==> src/rtl/bank_rf_pkg.sv <==
package bank_rf_pkg;

   localparam int MODE_W   = 5;
   localparam int ARCH_W   = 4;
   localparam int ARCH_N   = 16;
   localparam int SHARED_N = 8;     // registers 0..7 never banked
   localparam int PRIV_LO  = 13;    // first register banked in every exception mode
   localparam int PC_IDX   = 15;
   localparam int FIQ_BASE = 15;    // physical slots 0..14 hold shared + user copies
   localparam int FIQ_N    = PC_IDX - SHARED_N;              // 7 private fast-irq slots
   localparam int PRIV_BASE = FIQ_BASE + FIQ_N;              // 22
   localparam int PRIV_PER  = PC_IDX - PRIV_LO;              // 2
   localparam int PRIV_MODES = 4;
   localparam int PHYS_N   = PRIV_BASE + PRIV_PER * PRIV_MODES; // 30
   localparam int PHYS_W   = $clog2(PHYS_N);
   localparam int SLOT_N   = 5;
   localparam int SLOT_W   = $clog2(SLOT_N);

   localparam logic [MODE_W-1:0] MD_USER = 5'b10000;
   localparam logic [MODE_W-1:0] MD_FAST = 5'b10001;
   localparam logic [MODE_W-1:0] MD_INTR = 5'b10010;
   localparam logic [MODE_W-1:0] MD_SUPV = 5'b10011;
   localparam logic [MODE_W-1:0] MD_ABRT = 5'b10111;
   localparam logic [MODE_W-1:0] MD_UNDF = 5'b11011;
   localparam logic [MODE_W-1:0] MD_SYST = 5'b11111;

   typedef enum logic [2:0] {
      BK_USR = 3'd0,
      BK_FIQ = 3'd1,
      BK_IRQ = 3'd2,
      BK_SVC = 3'd3,
      BK_ABT = 3'd4,
      BK_UND = 3'd5
   } bank_e;

   function automatic bank_e mode_to_bank(input logic [MODE_W-1:0] m);
      bank_e b;
      case (m)
         MD_FAST: b = BK_FIQ;
         MD_INTR: b = BK_IRQ;
         MD_SUPV: b = BK_SVC;
         MD_ABRT: b = BK_ABT;
         MD_UNDF: b = BK_UND;
         default: b = BK_USR;   // user, system and unknown encodings
      endcase
      return b;
   endfunction

   // physical slot for an architectural number; register 15 is never stored
   function automatic logic [PHYS_W-1:0] phys_of(input bank_e b, input logic [ARCH_W-1:0] a);
      int r;
      int ai;
      ai = int'(a);
      if (ai < SHARED_N || b == BK_USR) begin
         r = ai;
      end else if (b == BK_FIQ) begin
         r = FIQ_BASE + (ai - SHARED_N);
      end else if (ai < PRIV_LO) begin
         r = ai;
      end else begin
         r = PRIV_BASE + PRIV_PER * (int'(b) - int'(BK_IRQ)) + (ai - PRIV_LO);
      end
      if (r >= PHYS_N) r = 0;
      return PHYS_W'(r);
   endfunction

endpackage

==> src/rtl/bank_rf_decode.sv <==
module bank_rf_decode
   import bank_rf_pkg::*;
#(
   parameter int NPORT = 3
) (
   input  logic [MODE_W-1:0]             mode_i,
   input  logic [NPORT-1:0][ARCH_W-1:0]  arch_idx,
   output logic [NPORT-1:0][PHYS_W-1:0]  phys_idx,
   output logic                          has_sr,
   output logic [SLOT_W-1:0]             sr_slot
);

   bank_e bank;

   always_comb begin
      bank    = mode_to_bank(mode_i);
      has_sr  = (bank != BK_USR);
      sr_slot = has_sr ? SLOT_W'(int'(bank) - 1) : '0;
   end

   for (genvar p = 0; p < NPORT; p++) begin : g_port
      always_comb phys_idx[p] = phys_of(bank, arch_idx[p]);
   end

endmodule

==> src/rtl/bank_rf_store.sv <==
module bank_rf_store #(
   parameter int               DATA_W  = 32,
   parameter int               DEPTH   = 30,
   parameter int               NRD     = 2,
   parameter logic [DATA_W-1:0] RST_VAL = '0,
   localparam int              IDX_W   = (DEPTH > 1) ? $clog2(DEPTH) : 1
) (
   input  logic                          clk,
   input  logic                          rst_n,
   input  logic                          we,
   input  logic [IDX_W-1:0]              widx,
   input  logic [DATA_W-1:0]             wdata,
   input  logic [NRD-1:0][IDX_W-1:0]     ridx,
   output logic [NRD-1:0][DATA_W-1:0]    rdata
);

   if (DEPTH < 1) begin : g_bad_depth
      $error("bank_rf_store: DEPTH must be at least 1");
   end
   if (NRD < 1) begin : g_bad_nrd
      $error("bank_rf_store: NRD must be at least 1");
   end

   logic [DATA_W-1:0] mem [DEPTH];

   for (genvar e = 0; e < DEPTH; e++) begin : g_entry
      always_ff @(posedge clk) begin
         if (!rst_n) begin
            mem[e] <= RST_VAL;
         end else if (we && widx == IDX_W'(e)) begin
            mem[e] <= wdata;
         end
      end
   end

   for (genvar p = 0; p < NRD; p++) begin : g_rd
      always_comb begin
         if (int'(ridx[p]) < DEPTH) rdata[p] = mem[ridx[p]];
         else                       rdata[p] = '0;
      end
   end

endmodule

==> src/rtl/bank_rf.sv <==
module bank_rf
   import bank_rf_pkg::*;
#(
   parameter int                DATA_W  = 32,
   parameter int                SR_W    = 32,
   parameter logic [DATA_W-1:0] RST_VAL = '0
) (
   input  logic              clk,
   input  logic              rst_n,
   input  logic [4:0]        mode_i,
   input  logic [3:0]        rd_a_idx,
   output logic [DATA_W-1:0] rd_a_data,
   input  logic [3:0]        rd_b_idx,
   output logic [DATA_W-1:0] rd_b_data,
   input  logic              wr_en,
   input  logic [3:0]        wr_idx,
   input  logic [DATA_W-1:0] wr_data,
   input  logic [DATA_W-1:0] pc_i,
   input  logic              sr_wr_en,
   input  logic [SR_W-1:0]   sr_wr_data,
   output logic [SR_W-1:0]   sr_rd_data
);

   localparam int NRD   = 2;
   localparam int NPORT = NRD + 1;   // read ports first, write port last
   localparam int WP    = NRD;

   if (DATA_W < 1) begin : g_bad_data
      $error("bank_rf: DATA_W must be at least 1");
   end
   if (SR_W < 1) begin : g_bad_sr
      $error("bank_rf: SR_W must be at least 1");
   end
   if (ARCH_N != (1 << ARCH_W)) begin : g_bad_arch
      $error("bank_rf: register numbering must fill the index width");
   end

   logic [NPORT-1:0][ARCH_W-1:0] arch_idx;
   logic [NPORT-1:0][PHYS_W-1:0] phys_idx;
   logic                         has_sr;
   logic [SLOT_W-1:0]            sr_slot;

   assign arch_idx[0]  = rd_a_idx;
   assign arch_idx[1]  = rd_b_idx;
   assign arch_idx[WP] = wr_idx;

   bank_rf_decode #(.NPORT(NPORT)) u_dec (
      .mode_i   (mode_i),
      .arch_idx (arch_idx),
      .phys_idx (phys_idx),
      .has_sr   (has_sr),
      .sr_slot  (sr_slot)
   );

   // general registers
   logic [NRD-1:0][PHYS_W-1:0] gp_ridx;
   logic [NRD-1:0][DATA_W-1:0] gp_rdata;
   logic                       gp_we;

   assign gp_we = wr_en && (int'(wr_idx) != PC_IDX);

   for (genvar p = 0; p < NRD; p++) begin : g_gp_idx
      assign gp_ridx[p] = phys_idx[p];
   end

   bank_rf_store #(
      .DATA_W  (DATA_W),
      .DEPTH   (PHYS_N),
      .NRD     (NRD),
      .RST_VAL (RST_VAL)
   ) u_gp (
      .clk   (clk),
      .rst_n (rst_n),
      .we    (gp_we),
      .widx  (phys_idx[WP]),
      .wdata (wr_data),
      .ridx  (gp_ridx),
      .rdata (gp_rdata)
   );

   logic [NRD-1:0][DATA_W-1:0] rd_mux;
   for (genvar p = 0; p < NRD; p++) begin : g_pc_sel
      always_comb rd_mux[p] = (int'(arch_idx[p]) == PC_IDX) ? pc_i : gp_rdata[p];
   end
   assign rd_a_data = rd_mux[0];
   assign rd_b_data = rd_mux[1];

   // saved status words, one per exception mode
   logic [0:0][SLOT_W-1:0] sr_ridx;
   logic [0:0][SR_W-1:0]   sr_rdata;

   assign sr_ridx[0] = sr_slot;

   bank_rf_store #(
      .DATA_W  (SR_W),
      .DEPTH   (SLOT_N),
      .NRD     (1),
      .RST_VAL ('0)
   ) u_sr (
      .clk   (clk),
      .rst_n (rst_n),
      .we    (sr_wr_en && has_sr),
      .widx  (sr_slot),
      .wdata (sr_wr_data),
      .ridx  (sr_ridx),
      .rdata (sr_rdata)
   );

   assign sr_rd_data = has_sr ? sr_rdata[0] : '0;

endmodule

==> config.mk <==
export PLATFORM = sky130hd
export DESIGN_NAME = bank_rf
export DESIGN_NICKNAME = d
export VERILOG_FILES = /design/src/rtl/bank_rf_pkg.sv /design/src/rtl/bank_rf_decode.sv /design/src/rtl/bank_rf_store.sv /design/src/rtl/bank_rf.sv
export SDC_FILE = /design/constraint.sdc
export NUM_CORES = 2
export LEC_CHECK = 0
export CAP_MARGIN = 0
export CORE_MARGIN = 2
export CORE_UTILIZATION = 45
export CTS_CLUSTER_SIZE = 10
export DETAILED_ROUTE_END_ITERATION = 8
export PLACE_DENSITY_LB_ADDON = 0.2
export SYNTH_ARGS = -nofsm -noshare
export SYNTH_HDL_FRONTEND = slang
export SYNTH_SLANG_ARGS = --single-unit
==> constraint.sdc <==
create_clock -name clk -period 10.7 [get_ports clk]
set_clock_uncertainty 0.15 [all_clocks]
set_input_delay 1.605 -clock clk [delete_from_list [all_inputs] [get_ports clk]]
set_output_delay 1.605 -clock clk [all_outputs]
set_load 0.02 [all_outputs]
==> summary.md <==
| Metric | Value |
|---|---|
| Final Hold Vio Count | 0 |
| Share of post-route cells with drive strength above 1 | 10.4% |
| Pwr dens | 172 nW/µm² |
| Sequential cell area fraction in the yosys report | 54.5% |
| Die Wd | 374 µm |
| Storage element area | 33600 µm² |
| DR DRC count | 0 |
| CTS tree | done |
| Clock Path Buffers | 3 |
| Die height | 374 µm |
| Crit path time final | 10.39 ns |
| Final WL | 302 mm |
| 1st-iter DRT viols | approximately 10000 |
| Rows | roughly 140 |
| Critical path's largest stage delay | 0.73 ns |
| Warnings from Yosys | 0 |
| RSZ-0062 raised after global routing | no |
| Hold Path Origin | rst_n |
| Clock-pin slew on the worst setup and hold paths | approximately 0.060 ns |
| Placer Congestion | between 1 and 1.5 |
| Initial antenna violation count | 21 |
| Library cells used by synthesis | 79 |
| Number of global-route vias before repair | 54600 |
| Crit Path Max Fanout | 33 |
| CP Capture Type | primary output |
| Final Worst Setup Slack | 0.313 ns |
| Critical Path RT | 8.95 ns |
| Largest net degree at the start of global routing | around 130 |
| GR Overflow Total | 0 |
| Leak pwr | between 20 and 25 nW |
| WHS Endpoint | u_sr.mem[0][31] |
| Drt pass-1 iters | 7 |
| # Max-Cap Violations | 0 |
| Drt via density | about 6.9 |
| Via count | 58500 |
| Post-synth ARST share | 0% |
| Commonest non-fill, non-tap cells in the layout | nor2_1 (1194), edfxtp_1 (1120), nand2_1 (1081) |
| Post-synth EDFFs | 1120 |
| Global-route wire length before repair | 418 mm |
| CTS H-Tree Depth | 4 |
| Avg Cell Area, Syn | 9.67 µm² |
| Relative slew slack | 5.99% |
| Gr usage total | 42.0% |
| IO Port Bufs | 212 |
| Worst Hold Depth | 2 |
| Least-Margin Pin Slew | 1.40 ns |
| Die ar. | about 140000 µm² |
| Most frequent CP cell | ha_1 |
| Final Max Slew Viols | 0 |
| Slowest-stage cell, CP | clkdlybuf4s50_1 |
| Outcome | finished, final reports clean |
| Fin nets | just under 7000 |
| Final ANT Viol Nets | 0 |
| Fill cells | between 10000 and 15000 |
| Root Buffer | clkbuf_16 |
| Multi-input gate area | 26600 µm² |
| Area Overhead vs Synth | 17.2% |
| Critical path type | primary input to primary output |
| Worst EP arrival | 8.63 ns |
| Clk sinks | ~1100 |
| Hold Crit Class | primary input to flop |
| Ys flop type | edfxtp_1 |
| Setup TNS Final | 0 ns |
| Final setup fails | 0 |
| CTS buffer count | roughly 140 |
| Max VDD drop | between 150 and 200 µV |
| Initial Util | 45.4% |
| Post-synthesis register bit count | 1120 |
| Core area | 136000 µm² |
| Max Fclk | 96.3 MHz |
| Pre-CTS WS | roughly 0.25 ns |
| Top Ports | about 210 |
| Synthesized area | between 60000 and 70000 µm² |
| Commonest non-fill, non-tap cell in the layout | nor2_1 |
| Cells after Synth | between 6000 and 7000 |
| Period utilization | between 90% and 100% |
| WHS | roughly 1.1 ns |
| Post-detail-place hpwl | 201 mm |
| Worst setup SP type | primary input |
| DR WL/cell | 35.8 µm |
power by group:
part / internal [mW] / switching (mW)
Clock: 2.34 / 1.96
Sequential: 5.09 / 0.160
Combinational: 0.886 / 1.97
synthesized netlist by cell type (49+ instances only):
cell type / number / area [µm²]
nand4_1: 58 / 363
a21oi_1: 232 / 1160
edfxtp_1: 1120 / 33600
a31oi_1: 224 / 1400
o21ai_0: 189 / 946
a32oi_1: 81 / 709
o211ai_1: 62 / 465
ha_1: 77 / 963
nand2_1: 1091 / 4100
buf_2: 49 / 245
a211oi_1: 53 / 398
nor3_1: 52 / 260
nor2_1: 1212 / 4550
mux2i_1: 183 / 1830
o2bb2ai_1: 62 / 543
a221o_1: 65 / 651
a311oi_1: 49 / 429
a22oi_1: 85 / 638
nand3_1: 212 / 1060
clkbuf_1: 450 / 1690
o22ai_1: 169 / 1060
and2_1: 184 / 1150
flip-flops by register name (all words and copies together) (netlist names):
name	flops
u_sr.mem	160
u_gp.mem	960
layout make-up:
class / count / share of cell area (%)
flip-flops and latches: 1120 / 46.5
multi-input cells: 4689 / 36.7
repair buffers: 600 / 8.03
clock buffers: 158 / 4.79
well taps: 1781 / 3.08
clock inverters: 31 / 0.681
inverters: 34 / 0.176
diodes: 9 / 0.0311
cell families (layout without fill, tap and decap cells):
logic type | count (synthesis) | after routing | synth area share [%]
compound gates | 1487 | 1487 | 16.5
mux | 212 | 212 | 3.90
flops | 1120 | 1120 | 54.5
simple gates | 2874 | 2874 | 19.3
xor+xnor | 24 | 24 | 0.341
other cells | 2 | 21 | 0.0122
buf+inv | 582 | 823 | 3.74
fa+ha+maj | 80 | 80 | 1.66
worst max path at each step:
stage / from / slack [ns] / end / cells past startpoint
floorplan: mode_i[3] / 1.59 / rd_b_data[23] / 24
global placement: mode_i[1] / 0.27 / rd_b_data[29] / 26
detailed placement: mode_i[2] / 0.25 / rd_b_data[29] / 27
CTS: mode_i[2] / 0.23 / rd_b_data[29] / 27
global route: mode_i[1] / 0.01 / rd_b_data[25] / 29
finish: rd_b_idx[0] / 0.31 / rd_b_data[31] / 28
through the flow:
| step | util, % | cell area (µm²) | total power [mW] | cells |
|---|---|---|---|---|
| after floorplan | - | 61800 | 6.58 | 6391 |
| after global placement | 50.3 | 68300 | 8.02 | 8224 |
| after detailed placement | 50.3 | 68400 | 8.02 | 8224 |
| after CTS | 53.2 | 72300 | 12.3 | 8413 |
| after global routing | 53.3 | 72300 | 12.6 | 8413 |
| final | 53.3 | 72400 | 12.4 | 8422 |
layer usage:
| metal | routed length, µm | part of all wire (%) | track usage, % |
|---|---|---|---|
| met3 | 49200 | 16 | 18.0 |
| met5 | 318 | 0.11 | 0.995 |
| met2 | 120000 | 40 | 57.5 |
| met4 | 22400 | 7.4 | 25.9 |
| met1 | 109000 | 36 | 54.4 |
worst max-delay path: cells and delay by family:
family | cells | cell delay [ns]
buf+inv | 7 | 2.39
simple gates | 9 | 2.11
compound gates | 8 | 1.42
fa+ha+maj | 4 | 0.98
timing repair:
item	CTS	global route
hold endpoints to repair	0	0
hold buffers	0	0
resized for setup	0	6
buffers inserted	0	0
setup endpoints to repair	0	15
(Power assumes the default switching activity.)
